<file path="config.mk">
export PLATFORM = sky130hd
export DESIGN_NAME = reg_shift_carry
export DESIGN_NICKNAME = d
export VERILOG_FILES = /design/src/rtl/reg_shift_carry.sv
export SDC_FILE = /design/constraint.sdc
export NUM_CORES = 1
export LEC_CHECK = 0
export BUFFER_PORTS_ARGS = -buffer_cell sky130_fd_sc_hd__buf_2
export CORE_ASPECT_RATIO = 1.1
export CORE_UTILIZATION = 49
export CTS_CLUSTER_SIZE = 12
export DETAILED_ROUTE_END_ITERATION = 8
export GPL_TIMING_DRIVEN = 0
export PLACE_DENSITY = 0.72
export REMOVE_ABC_BUFFERS = 1
export SYNTH_ARGS = -nofsm -noshare
export SYNTH_HDL_FRONTEND = slang
export SYNTH_SLANG_ARGS = --single-unit
</file>
<file path="constraint.sdc">
create_clock -name clk -period 9.59 [get_ports clk]
set_input_delay 0 -clock clk [delete_from_list [all_inputs] [get_ports clk]]
set_output_delay 0 -clock clk [all_outputs]
set_load 0.01 [all_outputs]
</file>
<file path="src/rtl/reg_shift_carry.sv">
module reg_shift_carry #(
  parameter int W     = 32,
  parameter int AMT_W = 8
) (
  input  logic         clk,
  input  logic         rst,
  input  logic         req_valid,
  input  logic [1:0]   kind,
  input  logic [W-1:0] src,
  input  logic [W-1:0] shift_amt,
  output logic         rsp_valid,
  output logic [W-1:0] result,
  output logic         carry_upd,
  output logic         carry_flag
);
  localparam int SH_W = $clog2(W);

  localparam logic [1:0] K_LSL = 2'b00;
  localparam logic [1:0] K_LSR = 2'b01;
  localparam logic [1:0] K_ASR = 2'b10;
  localparam logic [1:0] K_ROR = 2'b11;

  logic [AMT_W-1:0] amt;
  logic [SH_W-1:0]  sh;
  logic             amt_zero, amt_word, amt_over;
  logic             unused_hi_bits;

  assign amt            = shift_amt[AMT_W-1:0];
  assign sh             = amt[SH_W-1:0];
  assign amt_zero       = (amt == '0);
  assign amt_word       = (int'(amt) == W);
  assign amt_over       = (int'(amt) > W);
  assign unused_hi_bits = ^shift_amt[W-1:AMT_W];

  logic        [W:0] lsl_w, lsr_w;
  logic signed [W:0] asr_w;
  logic      [W-1:0] ror_r;

  assign lsl_w = {1'b0, src} << sh;
  assign lsr_w = {src, 1'b0} >> sh;
  assign asr_w = $signed({src, 1'b0}) >>> sh;
  assign ror_r = (src >> sh) | (src << (W - int'(sh)));

  logic [W-1:0] nx_res;
  logic         nx_c;

  always_comb begin
    nx_res = src;
    nx_c   = carry_flag;
    if (!amt_zero) begin
      unique case (kind)
        K_LSL: begin
          if (amt_over)      begin nx_res = '0; nx_c = 1'b0;   end
          else if (amt_word) begin nx_res = '0; nx_c = src[0]; end
          else               begin nx_res = lsl_w[W-1:0]; nx_c = lsl_w[W]; end
        end
        K_LSR: begin
          if (amt_over)      begin nx_res = '0; nx_c = 1'b0;     end
          else if (amt_word) begin nx_res = '0; nx_c = src[W-1]; end
          else               begin nx_res = lsr_w[W:1]; nx_c = lsr_w[0]; end
        end
        K_ASR: begin
          if (amt_over || amt_word) begin nx_res = {W{src[W-1]}}; nx_c = src[W-1]; end
          else                      begin nx_res = asr_w[W:1]; nx_c = asr_w[0]; end
        end
        default: begin
          nx_res = ror_r;
          nx_c   = ror_r[W-1];
        end
      endcase
    end
  end

  always_ff @(posedge clk) begin
    if (rst) begin
      rsp_valid  <= 1'b0;
      result     <= '0;
      carry_upd  <= 1'b0;
      carry_flag <= 1'b0;
    end else begin
      rsp_valid <= req_valid;
      if (req_valid) begin
        result    <= nx_res;
        carry_upd <= !amt_zero;
        if (!amt_zero) carry_flag <= nx_c;
      end
    end
  end

  p_zero_keeps_carry_r2: assert property (@(posedge clk) disable iff (rst)
    (req_valid && shift_amt[AMT_W-1:0] == '0) |=> (carry_flag == $past(carry_flag) && !carry_upd));

  p_zero_passthru_r2: assert property (@(posedge clk) disable iff (rst)
    (req_valid && shift_amt[AMT_W-1:0] == '0) |=> (result == $past(src)));

  p_idle_holds_carry_r11: assert property (@(posedge clk) disable iff (rst)
    !req_valid |=> $stable(carry_flag));

  p_big_logical_zero_r4: assert property (@(posedge clk) disable iff (rst)
    (req_valid && !kind[1] && int'(shift_amt[AMT_W-1:0]) > W) |=> (result == '0 && !carry_flag));

  p_asr_fill_r8: assert property (@(posedge clk) disable iff (rst)
    (req_valid && kind == K_ASR && int'(shift_amt[AMT_W-1:0]) >= W)
    |=> (result == {W{$past(src[W-1])}} && carry_flag == $past(src[W-1])));

  p_ror_word_r10: assert property (@(posedge clk) disable iff (rst)
    (req_valid && kind == K_ROR && shift_amt[AMT_W-1:0] != '0 && shift_amt[SH_W-1:0] == '0)
    |=> (result == $past(src) && carry_flag == $past(src[W-1])));

  p_rsp_follows_req_r12: assert property (@(posedge clk) disable iff (rst)
    req_valid |=> rsp_valid);

  p_no_spurious_rsp_r12: assert property (@(posedge clk) disable iff (rst)
    !req_valid |=> !rsp_valid);
endmodule

</file>
==> results.txt, run 1 <==
# nets final: 1084
Crit Path Max Fanout: 53
outcome: complete, no violations
vias per cell: 7.903
Tmin final: 5034 ps
placed insts: 1240
Layout Area Growth over Synthesis: 3.072%
Yosys reg bits: 35
Antenna Nets Post-Route: 0
pwr dens: 99.66 mW/mm^2
largest net degree at the start of global routing: 74
DRT iter0 DRCs: 1662
vias: 9871
post-CTS setup buffers: 0
max cap viols: 0
post-CTS sizing: 0
clock network power share: 0.197
Post-Syn Instances: 1052
register area: 700.7 um^2
grt met3 use: 0.1340
DR DRC count: 0
CTS root buf: clkbuf_16
Num CTS Buffers: 5
# rows: 50
antenna violations before repair: 2
busiest grt layer: met2
met2 usage: 0.7147
PortBufs: 79
GR Util met1: 0.6307
Clock transition at path regs: 60 ps
global-route wire length before repair: 62730 um
register area share after synthesis: 0.08116
Simple-Gate Fraction of Synth Area: 0.1730
ys flop type: dfxtp_1
async set-reset flop share out of synthesis: 0
grt ovf: 0
clock latency on the worst-skew pair: 290 ps
Logic pwr share: 0.619
Layout fillers: 1702
CP required: 9810 ps
core area: 0.01714 mm^2
Die X: 128.6 um
RePlAce Congestion: 1.054
H-tree levels: 2
CTS Hold Bufs: 0
layout cells sized above 1: 0.2305
Die Area: 0.01815 mm^2
EDFF count, synth: 0
mux share of post-synthesis cell area: 0.3812
clk sink count: 35
Mapped Area: 0.008633 mm^2
Routed WL per cell: 34.83 um
Hold WC Path Type: input pin to register
Fin Setup TNS: 0 ps
initial core utilization: 0.5036
final count of pins violating max slew: 0
P_sw: 0.0004397 W
sw frac: 0.4959
post-route clock period utilization: 0.5249
Die H: 141.2 um
Critical Path AT: 5250 ps
Reg power frac: 0.184
clk buf depth: 2
VDD IR max: 0.1018 mV
Leak Pwr: 3.335 nW
CTS tree: yes
Distinct cells, synth: 91
non-filler cells, final: 1249
hpwl dp: 31100 um
Syn Area/Cell: 8.207 um^2
P_int: 0.0004471 W
GRT Overall Usage: 0.4846
vias in the first global route: 9037
Post-Synth Adder-Cell Area: 0.001449
CP Class: input pin to register
Slew HR: 0.1252
RSZ-0062 raised after global routing: no
Final Hold Viols: 0
Syn. warnings: 0
Final Skew: 0 ps
largest family of logic cells by synthesized area: multiplexers
First-pass DRT Iterations: 6
# setup viols final: 0
post-layout util: 0.5191
fmax: 198.7 MHz
area of the multi-input gates: 0.007171 mm^2
routed wire length: 43510 um
# diodes: 0
Post-Synth XOR/XNOR Area: 0.005797
IO Pins: 104
startpoint type of the worst setup path: input pin
Slew @ Worst Pin: 1312 ps
compound-gate portion of the synthesized area: 0.2642
Worst Setup End Kind: register
[cell families (layout without fill, tap and decap cells)]
logic type | Yosys count | after routing
AO/OA/AOI/OAI | 335 | 335
XOR/XNOR | 4 | 4
adder cells (fa/ha/maj) | 1 | 1
buffers and inverters | 145 | 108
flip-flops | 35 | 35
multiplexers | 212 | 212
AND/OR/NAND/NOR | 320 | 320
[flip-flops by register name (all words and copies together) (netlist names)]
| signal | flops |
|---|---|
| carry_flag | 1 |
| carry_upd | 1 |
| result | 32 |
| rsp_valid | 1 |
[worst max-delay path, cell delays in order]
cell,delay (ps)
buf_2,960
inv_2,630
buf_12,350
ha_2,920
mux2i_1,240
o21a_1,270
o21ai_0,630
o21ai_0,480
o211ai_1,290
o211ai_1,230
a21oi_1,230
[routing by layer]
layer / part of all wire / wire length [um] / vias to the layer above
met3: 0.14 / 6281 / 204
met4: 0.074 / 3224 / 0
met2: 0.42 / 18410 / 924
li1: - / - / 4050
met1: 0.36 / 15590 / 4693
met5: 0 / 0 / -
[layout make-up]
class / instances / share of cell area
flip-flops and latches: 35 / 0.07874
repair buffers: 87 / 0.06116
clock buffers: 6 / 0.01448
multi-input cells: 872 / 0.8058
clock inverters: 2 / 0.001406
well taps: 234 / 0.03290
inverters: 13 / 0.005484
[cells in the mapped netlist, drive strengths merged, types with 5 or more instances]
cell / count / area share
a31o: 5 / 0.0051
dfxtp: 35 / 0.081
a21oi: 76 / 0.045
a31oi: 14 / 0.010
o211ai: 18 / 0.016
o31ai: 7 / 0.0061
and3: 14 / 0.010
mux2i: 96 / 0.11
a2111oi: 9 / 0.010
a211oi: 20 / 0.017
o21bai: 5 / 0.0043
inv: 13 / 0.0057
nand2b: 5 / 0.0036
a221oi: 5 / 0.0058
nand3: 19 / 0.011
and2: 6 / 0.0043
o311ai: 5 / 0.0051
nor3: 22 / 0.016
o2111ai: 6 / 0.0061
o21a: 9 / 0.0078
nor3b: 6 / 0.0065
o21ai: 65 / 0.038
nand2: 112 / 0.049
nor4: 5 / 0.0043
a211o: 6 / 0.0061
o221ai: 15 / 0.015
nor2b: 6 / 0.0043
or3: 6 / 0.0043
a311oi: 10 / 0.010
nor2: 105 / 0.046
o22ai: 17 / 0.012
clkbuf: 74 / 0.038
a21o: 6 / 0.0052
buf: 58 / 0.049
mux4: 83 / 0.22
mux2: 33 / 0.044
[through the flow]
step                      total power (W)  area (um^2)  worst slack [ps]  hold slack (ps)
after global routing            0.0009037         8899              4352            171.9
after detailed placement        0.0006852         8716              4011            403.9
after floorplan                 0.0004628         7878              5628            68.86
final                           0.0008868         8899              4556            140.9
after CTS                       0.0008574         8857              4349            132.5
after global placement          0.0006850         8566              2449            403.3
[power groups by stage]
stage          Sequential, W  Clock (W)  Combinational (W)
2_1_floorplan       0.000171          0           0.000292
4_1_cts             0.000163   0.000174           0.000521
3_5_place_dp        0.000166          0           0.000519
5_1_grt             0.000164   0.000177           0.000563
6_report            0.000163   0.000175           0.000549
3_3_place_gp        0.000166          0           0.000519
[layout by cell type, fill, tap and decap left out, types with 5 or more instances in the layout]
cell type  netlist  layout
nand2_1        111     111
nor2_1         105     103
mux2i_1         93      93
buf_2           25      77
a21oi_1         74      74
mux4_2          70      70
o21ai_0         59      59
dfxtp_1         35      35
mux2_2          29      29
a211oi_1        20      20
nand3_1         19      19
o211ai_1        18      18
nor3_1          18      17
o22ai_1         17      17
o221ai_1        15      15
and3_1          14      14
a31oi_1         14      14
mux4_1          13      13
inv_1           12      10
a311oi_1        10      10
o21a_1           9       9
o31ai_1          7       7
a21o_1           6       6
nor2b_1          6       6
or3_1            6       6
o2111ai_1        6       6
and2_1           6       6
a211o_1          6       6
nand2b_1         5       5
nor3b_1          5       5
o21bai_1         5       5
a31o_2           5       5
a2111oi_0        5       5
clkbuf_16        0       5
[final timing paths]
| check | start | to | slack [ps] | depth (start not counted) |
|---|---|---|---|---|
| max reg2reg | result[2] | result[2] | 8200 | 4 |
| min | src[29] | result[29] | 140 | 3 |
| max | shift_amt[1] | result[14] | 4560 | 11 |
| min reg2reg | carry_upd | carry_upd | 460 | 2 |
Note: power is estimated with default switching activity, not from simulation.
==> run 2: changes to the inputs <==
==> constraint.sdc (replaced) <==
create_clock -name clk -period 5.2 [get_ports clk]
set_input_delay 0 -clock clk [delete_from_list [all_inputs] [get_ports clk]]
set_output_delay 0 -clock clk [all_outputs]
set_load 0.01 [all_outputs]
==> run 2 against run 1 <==
Setup slack lost 4000 ps. First-iteration DRC count grew 0.96%. Clock skew is the same. Global-route usage is essentially flat. Combinational power grew 84%. Sequential cell count is the same. Utilization is essentially flat. Non-clock buffer count is the same.
==> results.txt, run 2 (synthesis results as in run 1) <==
Clock transition at path regs: 60 ps (about the same)
CTS root buf: clkbuf_16 (unchanged)
routed wire length: 43490 um (was 43510 um)
post-layout util: 0.5194 (was 0.5191)
vias per cell: 7.862 (was 7.903)
placed cell area: 0.008716 mm^2 (unchanged)
slowest CP cell: ha_2 (was buf_2)
pre-CTS setup slack: -378.8 ps (was 4011 ps)
Crit Path Max Fanout: 53 (unchanged)
VDD IR max: 0.1738 mV (was 0.1018 mV)
vias in the first global route: 9035 (was 9037)
RePlAce Congestion: 1.054 (unchanged)
Die Area: 0.01815 mm^2 (unchanged)
# setup viols final: 0 (unchanged)
Setup crit start: shift_amt[1] (unchanged)
Tmin final: 4642 ps
# rows: 50 (unchanged)
Slew @ Worst Pin: 1250 ps (was 1312 ps)
global-route wire length before repair: 62710 um (was 62730 um)
Antenna Nets Post-Route: 0 (unchanged)
Num CTS Buffers: 5 (unchanged)
IO Pins: 104 (unchanged)
Worst Setup End Kind: register (unchanged)
CTS Hold Bufs: 0 (unchanged)
Worst R2R Path Depth: 4 (unchanged)
Slew HR: 0.1576 (was 0.1252)
PortBufs: 79 (unchanged)
commonest non-fill, non-tap cells in the layout: nand2_1, nor2_1, mux2i_1, buf_2, a21oi_1 (unchanged)
DR DRC count: 0 (unchanged)
core area: 0.01714 mm^2 (unchanged)
CP delay by family, top: compound AO/OA/AOI/OAI gates (unchanged)
critical path cell sequence: clkbuf_4 > inv_2 > buf_12 > ha_2 > mux2i_1 > o21a_1 > o21ai_0 > o21ai_0 > o211ai_1 > o211ai_1 > a21oi_1 (was buf_2 > inv_2 > buf_12 > ha_2 > mux2i_1 > o21a_1 > o21ai_0 > o21ai_0 > o211ai_1 > o211ai_1 > a21oi_1)
max reg flops: 32 (unchanged)
r2r endpoint: result[2] (unchanged)
clk buf depth: 2 (unchanged)
vias: 9828 (was 9871)
fmax: 215.4 MHz
Critical Path AT: 4860 ps (was 5250 ps)
clk sink count: 35 (unchanged)
largest net degree at the start of global routing: 74 (unchanged)
clock latency on the worst-skew pair: 300 ps (was 290 ps)
post-route clock period utilization: 0.8926
Layout fillers: 1700 (was 1702)
CP bufs+invs: 3 (unchanged)
antenna violations before repair: 2 (unchanged)
H-tree levels: 2 (unchanged)
hpwl dp: 31100 um (unchanged)
Die H: 141.2 um (unchanged)
Reg2Reg Launch Point: result[2] (unchanged)
max cap viols: 0 (unchanged)
Final Skew: 0 ps (unchanged)
outcome: complete, no violations (unchanged)
RSZ-0062 raised after global routing: no (unchanged)
DRT iter0 DRCs: 1678 (was 1662)
post-route cell area: 0.008904 mm^2 (was 0.008899 mm^2)
post-route setup slack: 558.3 ps (was 4556 ps)
final count of pins violating max slew: 0 (unchanged)
pwr dens: 184.3 mW/mm^2 (was 99.66 mW/mm^2)
layout cells sized above 1: 0.2305 (unchanged)
initial core utilization: 0.5036 (unchanged)
startpoint type of the worst setup path: input pin (unchanged)
largest stage delay on the critical path: 930 ps (was 960 ps)
First-pass DRT Iterations: 6 (unchanged)
hold worst-path end: result[29] (unchanged)
CP Class: input pin to register (unchanged)
CP required: 5420 ps (was 9810 ps)
Hold WC Path Type: input pin to register (unchanged)
Leak Pwr: 3.336 nW (was 3.335 nW)
Routed WL per cell: 34.79 um (was 34.83 um)
GRT Overall Usage: 0.4845 (was 0.4846)
reg2reg setup slack: 3850 ps (was 8200 ps)
Worst Hold Path Cells: 3 (unchanged)
Die X: 128.6 um (unchanged)
Layout Area Growth over Synthesis: 3.130% (was 3.072%)
Hold Path Origin: src[29] (unchanged)
grt ovf: 0 (unchanged)
total chip power: 0.001641 W (was 0.0008868 W)
Final Hold Viols: 0 (unchanged)
commonest non-fill, non-tap cell in the layout: nand2_1 (unchanged)
# nets final: 1084 (unchanged)
CTS tree: yes (unchanged)
Biggest register: result (unchanged)
## run 2: how the worst max path moves through the flow
stage,end,slack (ps),cells past startpoint
4_1_cts,result[30],240,10
2_1_floorplan,result[31],1240,9
5_1_grt,result[14],460,11
3_5_place_dp,result[14],-380,11
6_report,result[14],560,11
3_3_place_gp,result[14],-1940,10
## run 2: through the flow
| stage | TNS, ps | instances | hold slack [ps] |
|---|---|---|---|
| 5_1_grt | 0 | 1249 | 171.9 |
| 4_1_cts | 0 | 1248 | 132.5 |
| 3_5_place_dp | -1352 | 1240 | 403.9 |
| 3_3_place_gp | -43170 | 1233 | 403.3 |
| 2_1_floorplan | 0 | 920 | 68.86 |
| 6_report | 0 | 1250 | 135.2 |
## run 2: worst register-to-register path, delay by kind of cell, from the launching register on
| kind | cells | cell delay (ps) |
|---|---|---|
| simple gates | 3 | 710 |
| flops | 1 | 330 |
| compound gates | 1 | 170 |
## run 2: final cells by class
| type | count | area (um^2) | share of cell area |
|---|---|---|---|
| well taps | 234 | 292.8 | 0.03288 |
| repair buffers | 87 | 546.8 | 0.06141 |
| clock buffers | 6 | 128.9 | 0.01447 |
| inverters | 13 | 48.80 | 0.005481 |
| diodes | 1 | 2.502 | 0.0002811 |
| multi-input cells | 872 | 7171 | 0.8054 |
| flip-flops and latches | 35 | 700.7 | 0.07870 |
| clock inverters | 2 | 12.51 | 0.001405 |
## run 2: report_power, final
group | switching, W | internal [W]
combinational | 0.000656 | 0.000358
clock | 0.000149 | 0.000178
sequential | 0.0000115 | 0.000289
total | 0.000816 | 0.000825
## run 2: layer usage
layer  share of wire  global-route usage  up-vias  routed length [um]
li1                -                   -     4050                   -
met3            0.14              0.1340      206                5986
met1            0.36              0.6305     4710               15860
met4           0.076              0.2848        0                3301
met2            0.42              0.7147      862               18340
met5               0                   0        -                   0
## run 2: what timing repair did
action | 4_1_cts | 5_1_grt
pin swaps | 0 | 0
setup buffers | 0 | 0
gates resized for setup | 1 | 1
gates cloned | 0 | 0
setup endpoints to repair | 2 | 1
==> run 3: changes to the inputs <==
--- a/config.mk
+++ b/config.mk
@@ -6,12 +6,14 @@
 export NUM_CORES = 1
 export LEC_CHECK = 0
 export BUFFER_PORTS_ARGS = -buffer_cell sky130_fd_sc_hd__buf_2
+export CELL_PAD_IN_SITES_DETAIL_PLACEMENT = 1
+export CELL_PAD_IN_SITES_GLOBAL_PLACEMENT = 2
 export CORE_ASPECT_RATIO = 1.1
-export CORE_UTILIZATION = 49
+export CORE_UTILIZATION = 37
 export CTS_CLUSTER_SIZE = 12
 export DETAILED_ROUTE_END_ITERATION = 8
 export GPL_TIMING_DRIVEN = 0
-export PLACE_DENSITY = 0.72
+export PLACE_DENSITY = 0.87
 export REMOVE_ABC_BUFFERS = 1
 export SYNTH_ARGS = -nofsm -noshare
 export SYNTH_HDL_FRONTEND = slang
==> run 3 against run 2 <==
Highest routed layer is now met5. Largest power group unchanged. Count of clock-buffer cells in the layout did not move. Largest cell class unchanged. Utilization fell by 13 points. Power rose by 2.7%. Sequential power barely moved.
==> results.txt, run 3 (synthesis results as in run 1) <==
DRT iter0 DRCs: 1317 (was 1678)
CP delay by family, top: buffers and inverters (was compound AO/OA/AOI/OAI gates)
# rows: 58 (was 50)
commonest non-fill, non-tap cell in the layout: nand2_1 (unchanged)
CTS Hold Bufs: 0 (unchanged)
met2 usage: 0.5615 (was 0.7147)
post-CTS sizing: 0 (was 1)
non-filler cells, final: 1315 (was 1250)
PortBufs: 79 (unchanged)
Die X: 147.6 um (was 128.6 um)
placed insts: 1306 (was 1240)
core area: 0.02286 mm^2 (was 0.01714 mm^2)
max cap viols: 0 (unchanged)
fmax: 201.7 MHz (was 215.4 MHz)
DR DRC count: 0 (unchanged)
Layout Area Growth over Synthesis: 4.304% (was 3.130%)
max reg flops: 32 (unchanged)
Critical Path AT: 5080 ps (was 4860 ps)
GR Util met1: 0.5152 (was 0.6305)
clk buf depth: 2 (unchanged)
critical path cell sequence: buf_2 > inv_2 > ha_2 > mux2i_1 > mux2_2 > mux2i_1 > nor2_1 > a211oi_1 > a2111oi_0 > o32ai_1 (was clkbuf_4 > inv_2 > buf_12 > ha_2 > mux2i_1 > o21a_1 > o21ai_0 > o21ai_0 > o211ai_1 > o211ai_1 > a21oi_1)
First-pass DRT Iterations: 5 (was 6)
CP Class: input pin to register (unchanged)
Worst Setup End Kind: register (unchanged)
Final Skew: 0 ps (unchanged)
Routed WL per cell: 34.95 um (was 34.79 um)
clk sink count: 35 (unchanged)
post-route clock period utilization: 0.9534 (was 0.8926)
Clock transition at path regs: 70 ps (was 60 ps)
post-CTS setup buffers: 0 (unchanged)
slowest CP cell: ha_2 (unchanged)
layout cells sized above 1: 0.2298 (was 0.2305)
Slew HR: 0.03551 (was 0.1576)
Tmin final: 4958 ps (was 4642 ps)
busiest grt layer: met2 (unchanged)
CP bufs+invs: 2 (was 3)
IO Pins: 104 (unchanged)
Biggest register: result (unchanged)
Slew @ Worst Pin: 1447 ps (was 1250 ps)
Num CTS Buffers: 5 (unchanged)
CTS root buf: clkbuf_16 (unchanged)
Antenna Nets Post-Route: 0 (unchanged)
hpwl dp: 32820 um (was 31100 um)
largest net degree at the start of global routing: 74 (unchanged)
vias in the first global route: 9338 (was 9035)
post-route cell area: 0.009005 mm^2 (was 0.008904 mm^2)
global-route wire length before repair: 65830 um (was 62710 um)
final count of pins violating max slew: 0 (unchanged)
Final Hold Viols: 0 (unchanged)
largest stage delay on the critical path: 1120 ps (was 930 ps)
clock latency on the worst-skew pair: 290 ps (was 300 ps)
Leak Pwr: 3.348 nW (was 3.336 nW)
initial core utilization: 0.3777 (was 0.5036)
routed wire length: 45960 um (was 43490 um)
CP required: 5330 ps (was 5420 ps)
pwr dens: 187.2 mW/mm^2 (was 184.3 mW/mm^2)
Hold WC Path Type: input pin to register (unchanged)
most used cell, CP: mux2i_1
antenna violations before repair: 2 (unchanged)
Die Area: 0.02395 mm^2 (was 0.01815 mm^2)
RSZ-0062 raised after global routing: no (unchanged)
grt met3 use: 0.08006 (was 0.1340)
H-tree levels: 2 (unchanged)
vias: 9756 (was 9828)
placed cell area: 0.008812 mm^2 (was 0.008716 mm^2)
# setup viols final: 0 (unchanged)
vias per cell: 7.419 (was 7.862)
outcome: complete, no violations (unchanged)
Crit Path Max Fanout: 53 (unchanged)
Die H: 162.2 um (was 141.2 um)
worst hold slack: 192.3 ps (was 135.2 ps)
total chip power: 0.001686 W (was 0.001641 W)
grt ovf: 0 (unchanged)
startpoint type of the worst setup path: input pin (unchanged)
# nets final: 1083 (was 1084)
CTS tree: yes (unchanged)
commonest non-fill, non-tap cells in the layout: nand2_1, nor2_1, mux2i_1, buf_2, a21oi_1 (unchanged)
RePlAce Congestion: 1.036 (was 1.054)
GRT Overall Usage: 0.3814 (was 0.4845)
VDD IR max: 0.1257 mV (was 0.1738 mV)
[run 3: through the flow]
step                      TNS, ps  utilization  setup slack, ps
after floorplan                 0            -             1238
after global placement     -44730       0.3783            -1792
after detailed placement   -123.3       0.3855           -123.3
after CTS                       0       0.3931            157.8
after global routing            0       0.3938            215.1
final                           0       0.3939            242.2
[run 3: layer usage]
| metal | wire, um | part of all wire |
|---|---|---|
| met5 | 27 | 0.00059 |
| met4 | 2770 | 0.060 |
| met3 | 4826 | 0.11 |
| met2 | 19660 | 0.43 |
| met1 | 18680 | 0.41 |
[run 3: final cells by class]
| class | count | area (um^2) |
|---|---|---|
| fill | 2774 | 13850 |
| multi-input combinational | 872 | 7177 |
| sequential | 35 | 700.7 |
| timing repair buffer | 86 | 526.8 |
| tap | 300 | 375.4 |
| clock buffer | 6 | 138.9 |
| inverter | 13 | 48.80 |
| clock inverter | 2 | 35.03 |
| antenna | 1 | 2.502 |
[run 3: worst reg2reg max path, delay by kind of cell (launching register included)]
family             cells  cell delay (ps)
AOI/OAI and AO/OA      1              170
and+or+nand+nor        3              700
DFF                    1              330
[run 3: final timing paths]
kind	from	endpoint	slack, ps	cells past startpoint
setup / recovery	shift_amt[1]	result[16]	240	10
hold / removal	src[20]	result[20]	190	3
setup reg to reg	result[2]	result[2]	3870	4
hold reg to reg	carry_upd	carry_upd	470	2
[run 3: power breakdown]
part           switching [W]  internal, W
clock               0.000134     0.000239
sequential         0.0000117     0.000289
combinational       0.000656     0.000357
